File: config.mk
export PLATFORM = sky130hd
export DESIGN_NAME = ps2_frame_rx
export DESIGN_NICKNAME = d
export VERILOG_FILES = /design/src/rtl/ps2rx_pkg.sv /design/src/rtl/ps2_line_sync.sv /design/src/rtl/ps2_idle_timer.sv /design/src/rtl/ps2_frame_fsm.sv /design/src/rtl/ps2_byte_port.sv /design/src/rtl/ps2_frame_rx.sv
export SDC_FILE = /design/constraint.sdc
export NUM_CORES = 1
export LEC_CHECK = 0
export ABC_AREA = 1
export BUFFER_PORTS_ARGS = -buffer_cell sky130_fd_sc_hd__buf_4
export CAP_MARGIN = 20
export CELL_PAD_IN_SITES_DETAIL_PLACEMENT = 0
export CELL_PAD_IN_SITES_GLOBAL_PLACEMENT = 2
export CORE_ASPECT_RATIO = 1.5
export CORE_MARGIN = 2
export CORE_UTILIZATION = 33
export DETAILED_ROUTE_END_ITERATION = 10
export PLACE_DENSITY_LB_ADDON = 0.1
export SKIP_LAST_GASP = 1
export SLEW_MARGIN = 0
export SYNTH_ARGS = -nofsm -noshare
export SYNTH_HDL_FRONTEND = slang
export SYNTH_HIERARCHICAL = 1
export SYNTH_SLANG_ARGS = --single-unit
File: constraint.sdc
create_clock -name clk -period 1.9 [get_ports clk]
set_input_delay 0.38 -clock clk [delete_from_list [all_inputs] [get_ports clk]]
set_output_delay 0.38 -clock clk [all_outputs]
set_load 0.02 [all_outputs]
File: src/rtl/ps2rx_pkg.sv
package ps2rx_pkg;
  localparam int BYTE_W = 8;
  localparam logic [BYTE_W-1:0] RESEND_CMD = 8'hFE;
  typedef enum logic [1:0] {
    RX_IDLE = 2'd0,
    RX_DATA = 2'd1,
    RX_PAR  = 2'd2,
    RX_STOP = 2'd3
  } rx_state_e;
endpackage

File: src/rtl/ps2_line_sync.sv
module ps2_line_sync #(
  parameter int STAGES = 2
) (
  input  logic clk,
  input  logic rst_n,
  input  logic clk_line,
  input  logic dat_line,
  input  logic block,
  output logic fall,
  output logic bit_val
);
  logic [STAGES-1:0] csync;
  logic [STAGES-1:0] dsync;
  logic              cprev;

  generate
    if (STAGES == 1) begin : g_one
      always_ff @(posedge clk or negedge rst_n) begin
        if (!rst_n) begin
          csync <= '1;
          dsync <= '1;
        end else begin
          csync <= clk_line;
          dsync <= dat_line;
        end
      end
    end else begin : g_chain
      always_ff @(posedge clk or negedge rst_n) begin
        if (!rst_n) begin
          csync <= '1;
          dsync <= '1;
        end else begin
          csync <= {csync[STAGES-2:0], clk_line};
          dsync <= {dsync[STAGES-2:0], dat_line};
        end
      end
    end
  endgenerate

  always_ff @(posedge clk or negedge rst_n) begin
    if (!rst_n) cprev <= 1'b1;
    else        cprev <= csync[STAGES-1];
  end

  assign fall    = cprev & ~csync[STAGES-1] & ~block;
  assign bit_val = dsync[STAGES-1];

  // a blocked edge never reaches the frame logic
  p_block_masks_r7: assert property (@(posedge clk) disable iff (!rst_n)
    block |-> !fall);
endmodule

File: src/rtl/ps2_idle_timer.sv
module ps2_idle_timer #(
  parameter int TIMEOUT_US = 100
) (
  input  logic clk,
  input  logic rst_n,
  input  logic active,
  input  logic fall,
  input  logic us_tick,
  output logic abort
);
  localparam int CW = $clog2(TIMEOUT_US + 1);
  localparam logic [CW-1:0] LAST = CW'(TIMEOUT_US - 1);

  logic [CW-1:0] cnt;

  assign abort = active & ~fall & us_tick & (cnt == LAST);

  always_ff @(posedge clk or negedge rst_n) begin
    if (!rst_n)                 cnt <= '0;
    else if (!active || fall)   cnt <= '0;
    else if (abort)             cnt <= '0;
    else if (us_tick)           cnt <= cnt + 1'b1;
  end

  // the tick count never passes the timeout length
  p_cnt_bound_r6: assert property (@(posedge clk) disable iff (!rst_n)
    cnt < CW'(TIMEOUT_US));
endmodule

File: src/rtl/ps2_frame_fsm.sv
module ps2_frame_fsm
  import ps2rx_pkg::*;
(
  input  logic              clk,
  input  logic              rst_n,
  input  logic              fall,
  input  logic              bit_val,
  input  logic              abort,
  output rx_state_e         state_o,
  output logic              active,
  output logic              byte_done,
  output logic [BYTE_W-1:0] byte_o,
  output logic              par_err
);
  rx_state_e       state;
  logic [BYTE_W:0] shreg;   // marker enters at the top, data shifts right
  logic            par_exp;

  assign par_exp = ~^shreg[BYTE_W:1];
  assign state_o = state;
  assign active  = (state != RX_IDLE);
  assign byte_o  = shreg[BYTE_W:1];

  always_ff @(posedge clk or negedge rst_n) begin
    if (!rst_n) begin
      state     <= RX_IDLE;
      shreg     <= '0;
      byte_done <= 1'b0;
      par_err   <= 1'b0;
    end else begin
      byte_done <= 1'b0;
      par_err   <= 1'b0;
      if (abort) begin
        state <= RX_IDLE;
      end else if (fall) begin
        unique case (state)
          RX_IDLE: if (!bit_val) begin
            state <= RX_DATA;
            shreg <= {1'b1, {BYTE_W{1'b0}}};
          end
          RX_DATA: begin
            shreg <= {bit_val, shreg[BYTE_W:1]};
            if (shreg[1]) state <= RX_PAR;
          end
          RX_PAR: begin
            if (bit_val == par_exp) state <= RX_STOP;
            else begin
              state   <= RX_IDLE;
              par_err <= 1'b1;
            end
          end
          RX_STOP: begin
            state     <= RX_IDLE;
            byte_done <= bit_val;
          end
          default: state <= RX_IDLE;
        endcase
      end
    end
  end

  // a high sample in idle is not a start bit
  p_bad_start_r3: assert property (@(posedge clk) disable iff (!rst_n)
    (state == RX_IDLE && fall && bit_val) |=> state == RX_IDLE);
  // a resend request lasts one cycle
  p_req_pulse_r4: assert property (@(posedge clk) disable iff (!rst_n)
    par_err |=> !par_err);
  // byte acceptance only leaves the stop state
  p_done_from_stop_r5: assert property (@(posedge clk) disable iff (!rst_n)
    byte_done |-> $past(state) == RX_STOP);
endmodule

File: src/rtl/ps2_byte_port.sv
module ps2_byte_port
  import ps2rx_pkg::*;
(
  input  logic              clk,
  input  logic              rst_n,
  input  logic              in_valid,
  input  logic [BYTE_W-1:0] in_data,
  output logic              out_valid,
  output logic [BYTE_W-1:0] out_data,
  input  logic              out_ready
);
  logic room;
  assign room = ~out_valid | out_ready;

  always_ff @(posedge clk or negedge rst_n) begin
    if (!rst_n) begin
      out_valid <= 1'b0;
      out_data  <= '0;
    end else if (in_valid && room) begin
      out_valid <= 1'b1;
      out_data  <= in_data;
    end else if (out_ready) begin
      out_valid <= 1'b0;
    end
  end

  // an unaccepted byte is held unchanged
  p_hold_r8: assert property (@(posedge clk) disable iff (!rst_n)
    (out_valid && !out_ready) |=> (out_valid && $stable(out_data)));
endmodule

File: src/rtl/ps2_frame_rx.sv
module ps2_frame_rx
  import ps2rx_pkg::*;
#(
  parameter int TIMEOUT_US  = 100,
  parameter int SYNC_STAGES = 2
) (
  input  logic              clk,
  input  logic              rst_n,
  input  logic              kb_clk_i,
  input  logic              kb_dat_i,
  input  logic              us_tick,
  input  logic              tx_busy,
  output logic [BYTE_W-1:0] out_data,
  output logic              out_valid,
  input  logic              out_ready,
  output logic              tx_req,
  output logic [BYTE_W-1:0] tx_byte
);
  logic              fall, bit_val, abort, active, byte_done;
  logic [BYTE_W-1:0] rx_byte;
  rx_state_e         st;

  ps2_line_sync #(.STAGES(SYNC_STAGES)) u_sync (
    .clk(clk), .rst_n(rst_n), .clk_line(kb_clk_i), .dat_line(kb_dat_i),
    .block(tx_busy), .fall(fall), .bit_val(bit_val)
  );

  ps2_idle_timer #(.TIMEOUT_US(TIMEOUT_US)) u_timer (
    .clk(clk), .rst_n(rst_n), .active(active), .fall(fall),
    .us_tick(us_tick), .abort(abort)
  );

  ps2_frame_fsm u_fsm (
    .clk(clk), .rst_n(rst_n), .fall(fall), .bit_val(bit_val), .abort(abort),
    .state_o(st), .active(active), .byte_done(byte_done), .byte_o(rx_byte),
    .par_err(tx_req)
  );

  ps2_byte_port u_port (
    .clk(clk), .rst_n(rst_n), .in_valid(byte_done), .in_data(rx_byte),
    .out_valid(out_valid), .out_data(out_data), .out_ready(out_ready)
  );

  assign tx_byte = RESEND_CMD;

  // with the bus owned by the transmitter only a timeout may move state
  p_busy_freeze_r7: assert property (@(posedge clk) disable iff (!rst_n)
    (tx_busy && !abort) |=> $stable(st));
  // a timeout always lands in idle
  p_timeout_idle_r6: assert property (@(posedge clk) disable iff (!rst_n)
    abort |=> st == RX_IDLE);
endmodule

==> flow_summary.rst <==
.. list-table::
   :header-rows: 1

   * - Metric
     - Value
   * - Total iterations of the first detailed-routing run
     - 4
   * - RSZ-0062 raised after global routing
     - no
   * - Post-synth EDFFs
     - 0
   * - Max Used Layer
     - met4
   * - Leading register cell type out of synthesis
     - sky130_fd_sc_hd__dfrtp_1
   * - Core Box Area
     - 4850 um^2
   * - Biggest area contributors in the synthesized netlist
     - sky130_fd_sc_hd__dfrtp_1 42%, sky130_fd_sc_hd__nand2_1 14%, sky130_fd_sc_hd__dfstp_2 7.9%
   * - End-of-flow core utilization
     - around two fifths
   * - Layout net count
     - 239
   * - Upper clock frequency limit
     - 586 MHz
   * - Floorplan die area
     - 5640 um^2
   * - Routed metal-1 wire length
     - 1.32 mm
   * - Slowest CP cell
     - sky130_fd_sc_hd__dfstp_2
   * - Placer Congestion
     - 0.764
   * - Synth Area in XOR/XNOR
     - ~1.1%
   * - Port Buf Inserts
     - 16
   * - Simple logic cell fraction of the synthesized area
     - 29.2%
   * - Via count of the first global-routing pass
     - between 1,000 and 1,500
   * - Total power after layout
     - 2.62 mW
   * - Type of element launching the critical path
     - flop
   * - CTS HTree Levels
     - 2
   * - Chip height
     - 91.0 um
   * - Number of antenna violations at the first check in global routing
     - 0
   * - Effective utilization at floorplan
     - between 30% and 40%
   * - Worst Skew
     - approximately 0.0056 ns
   * - FP Rows
     - 31
   * - Routed WL
     - 3.50 mm
   * - Maximum number of buffers from clock root to sink
     - 2
   * - Count leader, synth
     - sky130_fd_sc_hd__nand2_1
   * - Final setup violation count
     - 0
   * - Horizontal die dimension
     - 62 um
   * - Result of the run
     - finished clean
   * - Flip-flop and latch count after synthesis
     - 33
   * - CP cell instances
     - nand2_1 -> nor2_2 -> inv_2 -> nand3_2 -> nor2_2 -> nor2_2 -> inv_2 -> a211oi_4 -> nor2_1 -> a21oi_1
   * - Area share of the leading cell type in the synthesized netlist
     - a little over two fifths
   * - CTS Hold Buffers Added
     - 0
   * - Detailed-route DRC error count
     - 0
   * - Synth warnings
     - 6
   * - Vias per inst
     - 4.46
   * - Share of the synthesized area in compound gates (AO/OA/AOI/OAI)
     - roughly 7.7%
   * - Number of clock sinks
     - 33
   * - Data arrival time at the worst-slack endpoint
     - 1.92 ns
   * - Sequential element share of the synthesized area
     - between 40% and 50%
   * - Cell variety after synth
     - 25
   * - Share of cell area taken by muxes after synthesis
     - 0%
   * - Met2 layer wire length in the routed design
     - 2.00 mm
   * - Yosys top cell by area
     - sky130_fd_sc_hd__dfrtp_1
   * - Post-layout minimum cycle time
     - about 1.7 ns
   * - Fin. Hold Viols
     - 0
   * - Total Negative Setup Slacks
     - 0 ns
   * - Avg Cell Area, Syn
     - 8.12 um^2
   * - Pins over their slew limit
     - 0
   * - Crit path required time
     - approximately 2.1 ns
   * - Routed vias
     - around 1,300
   * - Endpoint type of the worst setup path
     - flop
   * - Arithmetic-cell share of the synthesized area counting full adders, half adders and majority gates
     - 0.751%
   * - Total power per unit cell area
     - 1320 nW/um^2
   * - Number of CTS-inserted buffers
     - 5
   * - Class of the most critical hold timing path
     - in -> async
   * - Number of max-cap violations
     - 0
   * - GRT Resource Usage Total
     - 14.8%
   * - Count of mapped cells out of synthesis
     - 205
   * - Total met3 wirelength after detailed routing
     - about 110 um
   * - CP max FO
     - 8
   * - Wire length of the first global-routing pass
     - 6.19 mm
   * - Maximum resistive drop on vdd
     - 0.551 mV
   * - Starting DRT DRC Count
     - 23
   * - Final Cycle Share
     - 89.8%
   * - Most numerous cell on the critical path
     - sky130_fd_sc_hd__nor2_2
   * - Number of placed I/O pins
     - 25
   * - Clock tree root driver cell
     - sky130_fd_sc_hd__clkbuf_8
   * - Detail-routed net length per standard cell
     - about 12 um
   * - Number of antenna-violating nets in the routed design
     - 0
   * - P_leak
     - 1.04 nW
   * - Pin count of the biggest net entering global routing
     - 34
   * - Critical Setup Path Class
     - reg -> reg
   * - TritonCTS clock tree
     - done
   * - Layout cell share with drive strength beyond 1
     - 25.9%
   * - Detailed Place HPWL
     - 2.70 mm
   * - Combinational family with the most area after synthesis
     - simple AND/OR/NAND/NOR gates
   * - Remaining global-route overflow
     - 0
   * - Total inserted antenna cells
     - 0
   * - Clock transition at the register clock pins on the worst setup and hold paths after CTS
     - roughly 0.070 ns
   * - Clock latency reported for the late side of the worst-skew pair
     - between 0.2 and 0.3 ns
   * - Top cells by instance count after synthesis
     - 64 x sky130_fd_sc_hd__nand2_1, 28 x sky130_fd_sc_hd__dfrtp_1, 26 x sky130_fd_sc_hd__inv_1, 18 x sky130_fd_sc_hd__nand3_1, 15 x sky130_fd_sc_hd__nor2_1
   * - CP max stage delay
     - 0.52 ns
   * - Layout overhead on the synthesized area
     - 19.0%
   * - Ys async rst share
     - 100%
   * - Post-synthesis cell area
     - 1670 um^2
worst paths after layout:
path / from / to / slack, ns / depth (start not counted)
min in group clk: kb_clk_i / u_sync/csync[0] / 0.20 / 1
setup / recovery: u_sync/cprev / u_fsm/shreg[8] / 0.19 / 10
max in group asynchronous: rst_n / u_sync/dsync[0] / 1.53 / 1
setup reg to reg: u_sync/cprev / u_fsm/shreg[8] / 0.19 / 10
hold reg to reg: u_sync/dsync[0] / u_sync/dsync[1] / 0.36 / 0
hold / removal: rst_n / u_port/out_valid / 0.03 / 1
sequential cells by signal, summed over array words and instances (netlist names), 2 cells and up:
name,cells
u_sync/dsync,2
u_port/out_data,8
u_fsm/shreg,8
u_sync/csync,2
u_fsm/state_o,2
u_timer/cnt,7
report_power, final:
part           internal [mW]  switching [mW]  total (mW)  leakage (nW)
clock                  0.327           0.254       0.582        0.0542
combinational          0.364           0.602       0.966         0.567
sequential             0.897           0.177        1.07         0.418
total                   1.59            1.03        2.62          1.04
logic make-up (layout without fill, tap and decap cells):
family,count (synthesis),in the layout
buffers and inverters,39,60
and+or+nand+nor,110,110
xor gates and xnor gates,2,2
AOI/OAI and AO/OA,18,18
adders and majority gates,1,1
other,2,8
DFF,33,33
routing by layer:
| metal | GRT usage (%) | vias to the layer above |
|---|---|---|
| li1 | - | 676 |
| met3 | 3.85 | 6 |
| met2 | 26.8 | 16 |
| met5 | 0 | - |
| met4 | 5.85 | 0 |
| met1 | 15.1 | 631 |
metrics by stage:
stage	area, um^2	hold WS (ns)	std cells	setup WS [ns]
floorplan	1690	0.0844	211	0.294
detailed placement	1850	0.348	287	0.123
global route	1980	0.0532	298	0.0407
finish	1980	0.0309	298	0.195
global placement	1850	0.346	287	0.173
CTS	1950	0.0420	295	0.102
critical path: cells and delay by family, from the launching register on:
family          cells  cell delay (ns)
simple gates        6             0.53
flops               1             0.52
compound gates      2             0.48
buf+inv             2             0.12
area by class of cell:
type	count	area, um^2
Clock buffer	7	96.3
Tap cell	66	82.6
Clock inverter	1	5.00
Inverter	30	113
Timing Repair Buffer	22	165
Sequential cell	33	832
Multi-Input combinational cell	139	688
Fill cell	538	2870
cell usage in the layout, fill, tap and decap left out, types with 5 or more instances in the layout:
| cell | netlist | layout |
|---|---|---|
| sky130_fd_sc_hd__nor2_1 | 15 | 12 |
| sky130_fd_sc_hd__nor2_2 | 4 | 7 |
| sky130_fd_sc_hd__clkbuf_8 | 0 | 7 |
| sky130_fd_sc_hd__inv_1 | 26 | 24 |
| sky130_fd_sc_hd__buf_4 | 9 | 22 |
| sky130_fd_sc_hd__o22ai_1 | 7 | 7 |
| sky130_fd_sc_hd__inv_2 | 4 | 6 |
| sky130_fd_sc_hd__dfstp_2 | 5 | 5 |
| sky130_fd_sc_hd__dfrtp_1 | 28 | 28 |
| sky130_fd_sc_hd__nand3_1 | 18 | 17 |
| sky130_fd_sc_hd__nand2_1 | 64 | 64 |
| sky130_fd_sc_hd__conb_1 | 2 | 8 |
repair_timing:
item                       4_1_cts  5_1_grt
buffers inserted                 0        3
setup endpoints to repair        0        8
gates resized for setup          0        6
hold endpoints to repair         0        0
Power figures use the tool's default switching activity.
